[src/rtl/cdr_hold_pkg.sv]
package cdr_hold_pkg;
  localparam int unsigned DIV_W = 3;

  typedef enum logic [2:0] {
    ST_RESET = 3'd0,
    ST_CAL   = 3'd1,
    ST_ACQ   = 3'd2,
    ST_TRACK = 3'd3,
    ST_HOLD  = 3'd4
  } cdr_state_e;

  function automatic logic [DIV_W-1:0] rate_shift(input logic [1:0] sel);
    case (sel)
      2'b00:   rate_shift = 3'd0;
      2'b01:   rate_shift = 3'd1;
      2'b10:   rate_shift = 3'd2;
      default: rate_shift = 3'd4;
    endcase
  endfunction
endpackage

[src/rtl/cdr_rst_filter.sv]
module cdr_rst_filter #(
  parameter int unsigned MIN_PULSE = 8
) (
  input  logic clk_i,
  input  logic rst_ni,
  input  logic rcal_i,
  output logic long_hi_o
);
  localparam int unsigned CNT_W = $clog2(MIN_PULSE + 1);
  localparam logic [CNT_W-1:0] CNT_MAX = CNT_W'(MIN_PULSE);
  localparam logic [CNT_W-1:0] CNT_THR = CNT_W'(MIN_PULSE - 1);

  logic [CNT_W-1:0] hi_cnt_q;

  always_ff @(posedge clk_i or negedge rst_ni) begin
    if (!rst_ni)               hi_cnt_q <= '0;
    else if (!rcal_i)          hi_cnt_q <= '0;
    else if (hi_cnt_q != CNT_MAX) hi_cnt_q <= hi_cnt_q + 1'b1;
  end

  // qualified once the current cycle is the MIN_PULSE-th high cycle
  assign long_hi_o = rcal_i && (hi_cnt_q >= CNT_THR);

  p_pulse_qual_r2: assert property (@(posedge clk_i) disable iff (!rst_ni)
    long_hi_o |-> $past(rcal_i));
endmodule

[src/rtl/cdr_hold_fsm.sv]
module cdr_hold_fsm
  import cdr_hold_pkg::*;
(
  input  logic       clk_i,
  input  logic       rst_ni,
  input  logic       long_hi_i,
  input  logic       rcal_i,
  input  logic       cal_done_i,
  input  logic       lock_i,
  input  logic       ltr_ni,
  output cdr_state_e state_o,
  output logic       cal_entry_o,
  output logic       cal_start_o
);
  cdr_state_e state_q, state_d;
  logic       cal_start_q;

  always_comb begin
    state_d = state_q;
    if (long_hi_i) begin
      state_d = ST_RESET;
    end else begin
      case (state_q)
        ST_RESET: if (!rcal_i)    state_d = ST_CAL;
        ST_CAL:   if (cal_done_i) state_d = ST_ACQ;
        ST_ACQ: begin
          if (!ltr_ni)     state_d = ST_HOLD;
          else if (lock_i) state_d = ST_TRACK;
        end
        ST_TRACK: begin
          if (!ltr_ni)      state_d = ST_HOLD;
          else if (!lock_i) state_d = ST_ACQ;
        end
        ST_HOLD:  if (ltr_ni) state_d = ST_ACQ;
        default:  state_d = ST_RESET;
      endcase
    end
  end

  assign cal_entry_o = (state_q == ST_RESET) && (state_d == ST_CAL);

  always_ff @(posedge clk_i or negedge rst_ni) begin
    if (!rst_ni) begin
      state_q     <= ST_RESET;
      cal_start_q <= 1'b0;
    end else begin
      state_q     <= state_d;
      cal_start_q <= cal_entry_o;
    end
  end

  assign state_o     = state_q;
  assign cal_start_o = cal_start_q;

  p_cal_pulse_r3: assert property (@(posedge clk_i) disable iff (!rst_ni)
    cal_start_q |-> (state_q == ST_CAL));
  p_cal_single_r3: assert property (@(posedge clk_i) disable iff (!rst_ni)
    cal_start_q |=> !cal_start_q);
  p_no_hold_early_r7: assert property (@(posedge clk_i) disable iff (!rst_ni)
    (state_q == ST_CAL) |=> (state_q != ST_HOLD));
endmodule

[src/rtl/cdr_dco_reg.sv]
module cdr_dco_reg
  import cdr_hold_pkg::*;
#(
  parameter int unsigned       DCO_W    = 12,
  parameter logic [DCO_W-1:0]  DCO_INIT = {1'b1, {(DCO_W-1){1'b0}}}
) (
  input  logic             clk_i,
  input  logic             rst_ni,
  input  cdr_state_e       state_i,
  input  logic             ref_present_i,
  input  logic [DCO_W-1:0] ref_word_i,
  input  logic [DCO_W-1:0] lf_word_i,
  input  logic             lf_valid_i,
  output logic [DCO_W-1:0] dco_word_o
);
  logic [DCO_W-1:0] word_q, word_d;

  always_comb begin
    word_d = word_q;
    case (state_i)
      ST_RESET: word_d = DCO_INIT;
      ST_ACQ: begin
        if (ref_present_i)   word_d = ref_word_i;
        else if (lf_valid_i) word_d = lf_word_i;
      end
      ST_TRACK: if (lf_valid_i)    word_d = lf_word_i;
      ST_HOLD:  if (ref_present_i) word_d = ref_word_i;
      default:  word_d = word_q;
    endcase
  end

  always_ff @(posedge clk_i or negedge rst_ni) begin
    if (!rst_ni) word_q <= DCO_INIT;
    else         word_q <= word_d;
  end

  assign dco_word_o = word_q;

  p_holdover_r8: assert property (@(posedge clk_i) disable iff (!rst_ni)
    (state_i == ST_HOLD && !ref_present_i) |=> $stable(word_q));
  p_track_idle_r5: assert property (@(posedge clk_i) disable iff (!rst_ni)
    (state_i == ST_TRACK && !lf_valid_i) |=> $stable(word_q));
  p_cal_static_r3: assert property (@(posedge clk_i) disable iff (!rst_ni)
    (state_i == ST_CAL) |=> $stable(word_q));
endmodule

[src/rtl/cdr_out_gate.sv]
module cdr_out_gate
  import cdr_hold_pkg::*;
(
  input  logic             clk_i,
  input  logic             rst_ni,
  input  logic             cal_entry_i,
  input  logic [1:0]       rate_sel_i,
  input  logic             squelch_i,
  input  logic             clk_dis_i,
  input  logic             data_i,
  output logic [DIV_W-1:0] div_shift_o,
  output logic             data_o,
  output logic             clk_en_o
);
  logic [DIV_W-1:0] div_q;
  logic             data_q, clk_en_q;

  always_ff @(posedge clk_i or negedge rst_ni) begin
    if (!rst_ni) begin
      div_q    <= '0;
      data_q   <= 1'b0;
      clk_en_q <= 1'b0;
    end else begin
      if (cal_entry_i) div_q <= rate_shift(rate_sel_i);
      data_q   <= data_i & ~squelch_i;
      clk_en_q <= ~clk_dis_i;
    end
  end

  assign div_shift_o = div_q;
  assign data_o      = data_q;
  assign clk_en_o    = clk_en_q;

  p_squelch_r10: assert property (@(posedge clk_i) disable iff (!rst_ni)
    squelch_i |=> !data_o);
  p_clk_off_r11: assert property (@(posedge clk_i) disable iff (!rst_ni)
    clk_dis_i |=> !clk_en_o);
  p_rate_latch_r4: assert property (@(posedge clk_i) disable iff (!rst_ni)
    !cal_entry_i |=> $stable(div_shift_o));
endmodule

[src/rtl/cdr_hold_ctrl.sv]
module cdr_hold_ctrl
  import cdr_hold_pkg::*;
#(
  parameter int unsigned      DCO_W     = 12,
  parameter int unsigned      MIN_PULSE = 8,
  parameter logic [DCO_W-1:0] DCO_INIT  = {1'b1, {(DCO_W-1){1'b0}}}
) (
  input  logic             clk_i,
  input  logic             rst_ni,
  input  logic             rcal_i,
  input  logic             ltr_ni,
  input  logic             ref_present_i,
  input  logic [1:0]       rate_sel_i,
  input  logic             squelch_i,
  input  logic             clk_dis_i,
  input  logic             data_i,
  input  logic [DCO_W-1:0] lf_word_i,
  input  logic             lf_valid_i,
  input  logic [DCO_W-1:0] ref_word_i,
  input  logic             lock_i,
  input  logic             cal_done_i,
  output logic [DCO_W-1:0] dco_word_o,
  output logic [2:0]       div_shift_o,
  output logic             data_o,
  output logic             clk_en_o,
  output logic             cal_start_o,
  output logic [2:0]       state_o
);
  logic       long_hi;
  logic       cal_entry;
  cdr_state_e state;

  cdr_rst_filter #(.MIN_PULSE(MIN_PULSE)) u_filt (
    .clk_i     (clk_i),
    .rst_ni    (rst_ni),
    .rcal_i    (rcal_i),
    .long_hi_o (long_hi)
  );

  cdr_hold_fsm u_fsm (
    .clk_i       (clk_i),
    .rst_ni      (rst_ni),
    .long_hi_i   (long_hi),
    .rcal_i      (rcal_i),
    .cal_done_i  (cal_done_i),
    .lock_i      (lock_i),
    .ltr_ni      (ltr_ni),
    .state_o     (state),
    .cal_entry_o (cal_entry),
    .cal_start_o (cal_start_o)
  );

  cdr_dco_reg #(.DCO_W(DCO_W), .DCO_INIT(DCO_INIT)) u_dco (
    .clk_i         (clk_i),
    .rst_ni        (rst_ni),
    .state_i       (state),
    .ref_present_i (ref_present_i),
    .ref_word_i    (ref_word_i),
    .lf_word_i     (lf_word_i),
    .lf_valid_i    (lf_valid_i),
    .dco_word_o    (dco_word_o)
  );

  cdr_out_gate u_gate (
    .clk_i       (clk_i),
    .rst_ni      (rst_ni),
    .cal_entry_i (cal_entry),
    .rate_sel_i  (rate_sel_i),
    .squelch_i   (squelch_i),
    .clk_dis_i   (clk_dis_i),
    .data_i      (data_i),
    .div_shift_o (div_shift_o),
    .data_o      (data_o),
    .clk_en_o    (clk_en_o)
  );

  assign state_o = state;

  p_reset_reinit_r2: assert property (@(posedge clk_i) disable iff (!rst_ni)
    (state_o == 3'd0) |=> (dco_word_o == DCO_INIT));
endmodule

[config.mk]
export PLATFORM = sky130hd
export DESIGN_NAME = cdr_hold_ctrl
export DESIGN_NICKNAME = d
export VERILOG_FILES = /design/src/rtl/cdr_hold_pkg.sv /design/src/rtl/cdr_rst_filter.sv /design/src/rtl/cdr_hold_fsm.sv /design/src/rtl/cdr_dco_reg.sv /design/src/rtl/cdr_out_gate.sv /design/src/rtl/cdr_hold_ctrl.sv
export SDC_FILE = /design/constraint.sdc
export NUM_CORES = 1
export LEC_CHECK = 0
export BUFFER_PORTS_ARGS = -buffer_cell sky130_fd_sc_hd__buf_2
export CAP_MARGIN = 30
export CORE_UTILIZATION = 33
export DETAILED_ROUTE_END_ITERATION = 10
export GPL_ROUTABILITY_DRIVEN = 0
export PLACE_DENSITY = 0.61
export SLEW_MARGIN = 20
export SYNTH_ARGS = -nofsm -noshare
export SYNTH_HDL_FRONTEND = slang
export SYNTH_SLANG_ARGS = --single-unit
[constraint.sdc]
create_clock -name clk_i -period 2.9 [get_ports clk_i]
set_clock_uncertainty 0.2 [all_clocks]
set_input_delay 0 -clock clk_i [delete_from_list [all_inputs] [get_ports clk_i]]
set_output_delay 0 -clock clk_i [all_outputs]
set_load 0.03 [all_outputs]
==> impl_metrics.toml <==
[run_status]
status = "complete, no violations"

[global_route]
grt_pass1_wl_um = 5871
grt_max_degree = 26
grt_util_all_layers_pct = 17.80
grt_antenna_before_repair = 0
grt_overflow = 0
grt_pass1_vias = 1357

[critical_path]
cp-endpoint = "u_dco.dco_word_o[11]"
ff2ff_setup_slack_ns = 0.30
crit_path_start_kind = "register"
cp_max_fo = 9
rr_endpoint = "u_dco.dco_word_o[11]"
worst_setup_path_end_kind = "register"
r2r_start = "u_fsm.state_o[1]"
crit_path_start = "u_fsm.state_o[1]"
worstRegToRegCells = 5
worst-setup-path-type = "register to register"
required_ns = 2.91
worstPathArrival_ns = 2.61

[finish]
multi_input_area_um2 = 625.6
syn_to_final_growth_pct = 57.01
diodes = 0
seqCellArea_um2 = 626.9
stdcell_count = 264
fillCellCount = 337
final_cell_area_um2 = 2074
utilization_pct = 55.41
post_route_cells_drive_above_1_share_pct = 30.09
fin_nets = 256

[power_and_ir_drop]
power_density_nw_per_um2 = 847.6
power_leakage_nw = 1.045
peakVddDrop_mv = 0.3489

[clock_network]
cts_tree = "done"
postCtsSetupBuffers = 0
cts_buffers = 3
clkSinkCount = 25
clk_pin_slew_ns = 0.08
hold_buffers = 39
cts_resized = 0
htree_levels = 1
cts_root_buf = "clkbuf_8"
worstSkewPairLatency_ns = 0.26
clock_tree.buffer_depth = 2

[floorplanning]
pin_count = 58
core_um2 = 3744
initial_utilization_pct = 35.29
die_area_um2 = 4261
die_width_um = 65.28
placementRows = 22
die_h_um = 65.28

[route]
final_antenna_net_count = 0
drt-initial-drc-count = 97
via_count = 1332
via_per_inst = 5.045
drt_wl_total_um = 3610
drc = 0
post_drt_wl_per_cell_um = 13.67
dr.pass1.iters = 4

[worst_hold_path]
worstHoldPathType = "input pin to register"
min_from = "cal_done_i"

[timing]
tns_ns = 0
rsz0062_at_grt = "false"
fin_crit_ns = 2.603
period_share_pct = 89.74
setup_viol = 0
fmax_ghz = 0.3842
slew_headroom_pct = 46.11
timing.final.ws_setup_ns = 0.2974
finalMaxSlewViolations = 0
hold_viol = 0
tightest_slew_ns = 0.8067

[yosys]
yosysSeqAreaShare_pct = 47.44
synthTopCellsByArea = "dfrtp_1 45%, mux2i_1 11%, a221o_1 8.3%, nor3_1 4.5%, nand3b_1 3.4%"
synth_top_area_share_pct = 45.45
yosysUniqueCellTypes = 31
avgSynthCellArea_um2 = 10.92
yosys.area.top_type = "dfrtp_1"
ys_ff_latch = 25
syn_inst = 121
synth_area_um2 = 1321
syn_nets = 160
ys_warn_count = 0

[placed_design]
hpwlAfterDp_um = 2351
preCtsSetupSlack_ns = 0.7428
place_area_um2 = 1632
io_buffers = 57
placed_cells_incl_taps = 220

[flow_run]
drv_cap = 0
-- synth_stat cells, drive strengths merged --
cell type,n
a221o,11
dfrtp,24
and2,2
nand2,2
ha,2
nand2b,5
nand3,3
a21boi,1
a21oi,3
and3b,2
nor4,1
a32oi,1
mux2i,14
o21a,1
nor3,12
buf,5
nand3b,6
a211o,1
xnor2,2
a22o,1
nor2b,4
clkbuf,1
or3,1
dfstp,1
inv,9
a211oi,1
o21ai,5
-- cell type report --
| class | count | area share [%] |
|---|---|---|
| flip-flops and latches | 25 | 30.22 |
| well taps | 48 | 2.895 |
| clock buffers | 4 | 2.171 |
| inverters | 9 | 1.628 |
| multi-input cells | 81 | 30.16 |
| repair buffers | 97 | 32.93 |
-- logic make-up after synthesis --
group	count (synthesis)	share of synthesized area (%)
simple gates	38	18.47
compound gates	25	15.06
flops	25	47.44
buf+inv	15	5.208
mux	14	10.61
xor+xnor	2	1.326
fa+ha+maj	2	1.894
-- state kept, by name, indices dropped and copies added (netlist names) --
register / count
u_gate.clk_en_o: 1
u_gate.data_o: 1
u_fsm.cal_start_o: 1
u_filt.hi_cnt_q: 4
u_dco.dco_word_o: 12
u_gate.div_shift_o: 3
u_fsm.state_o: 3
-- metal layers --
| layer | share of wire, % | wire, µm | vias up | track usage (%) |
|---|---|---|---|---|
| met2 | 51 | 1844 | 48 | 30.54 |
| met5 | 0 | 0 | - | 0 |
| met1 | 42 | 1524 | 639 | 21.94 |
| met3 | 4.4 | 159 | 9 | 2.778 |
| li1 | - | - | 636 | - |
| met4 | 2.3 | 82 | 0 | 7.609 |
-- metrics by stage --
step                power [mW]  hold slack [ns]
finish                   1.758         0.007320
global route             1.876          0.03821
CTS                      1.750          0.01649
detailed placement       1.361          -0.1670
global placement         1.336          -0.1786
floorplan                1.155          -0.4956
-- layout by cell type, fill, tap and decap left out, types with 3 or more instances in the layout --
cell and instances:
a21oi_1 3, nor2b_1 4, nand3b_1 6, a221o_1 11
nand2b_1 4, dlygate4sd3_1 39, mux2i_1 14, nor3_1 12
inv_1 8, nand3_1 3, o21ai_1 3, buf_2 57
clkbuf_8 3, dfrtp_1 24
-- worst min-delay path by stage --
stage | to | slack, ns | cells after the start
after global routing | u_fsm.state_o[1] | 0.04 | 4
after global placement | u_gate.div_shift_o[1] | -0.18 | 1
after CTS | u_fsm.state_o[1] | 0.02 | 4
after floorplan | u_dco.dco_word_o[0] | -0.50 | 0
final | u_fsm.state_o[1] | 0.007 | 4
after detailed placement | u_gate.div_shift_o[2] | -0.17 | 1
-- critical path, stage by stage (launching register included) --
cell	delay (ns)
dfrtp_1	0.51
nand2b_1	0.25
a211o_1	0.27
dlygate4sd3_1	0.55
a32oi_1	0.18
dlygate4sd3_1	0.58
-- power breakdown --
group	internal, mW	total (mW)	switching (mW)
logic	0.432	0.954	0.521
clock network	0.0982	0.206	0.108
registers	0.470	0.599	0.128
Power figures use the tool's default switching activity.
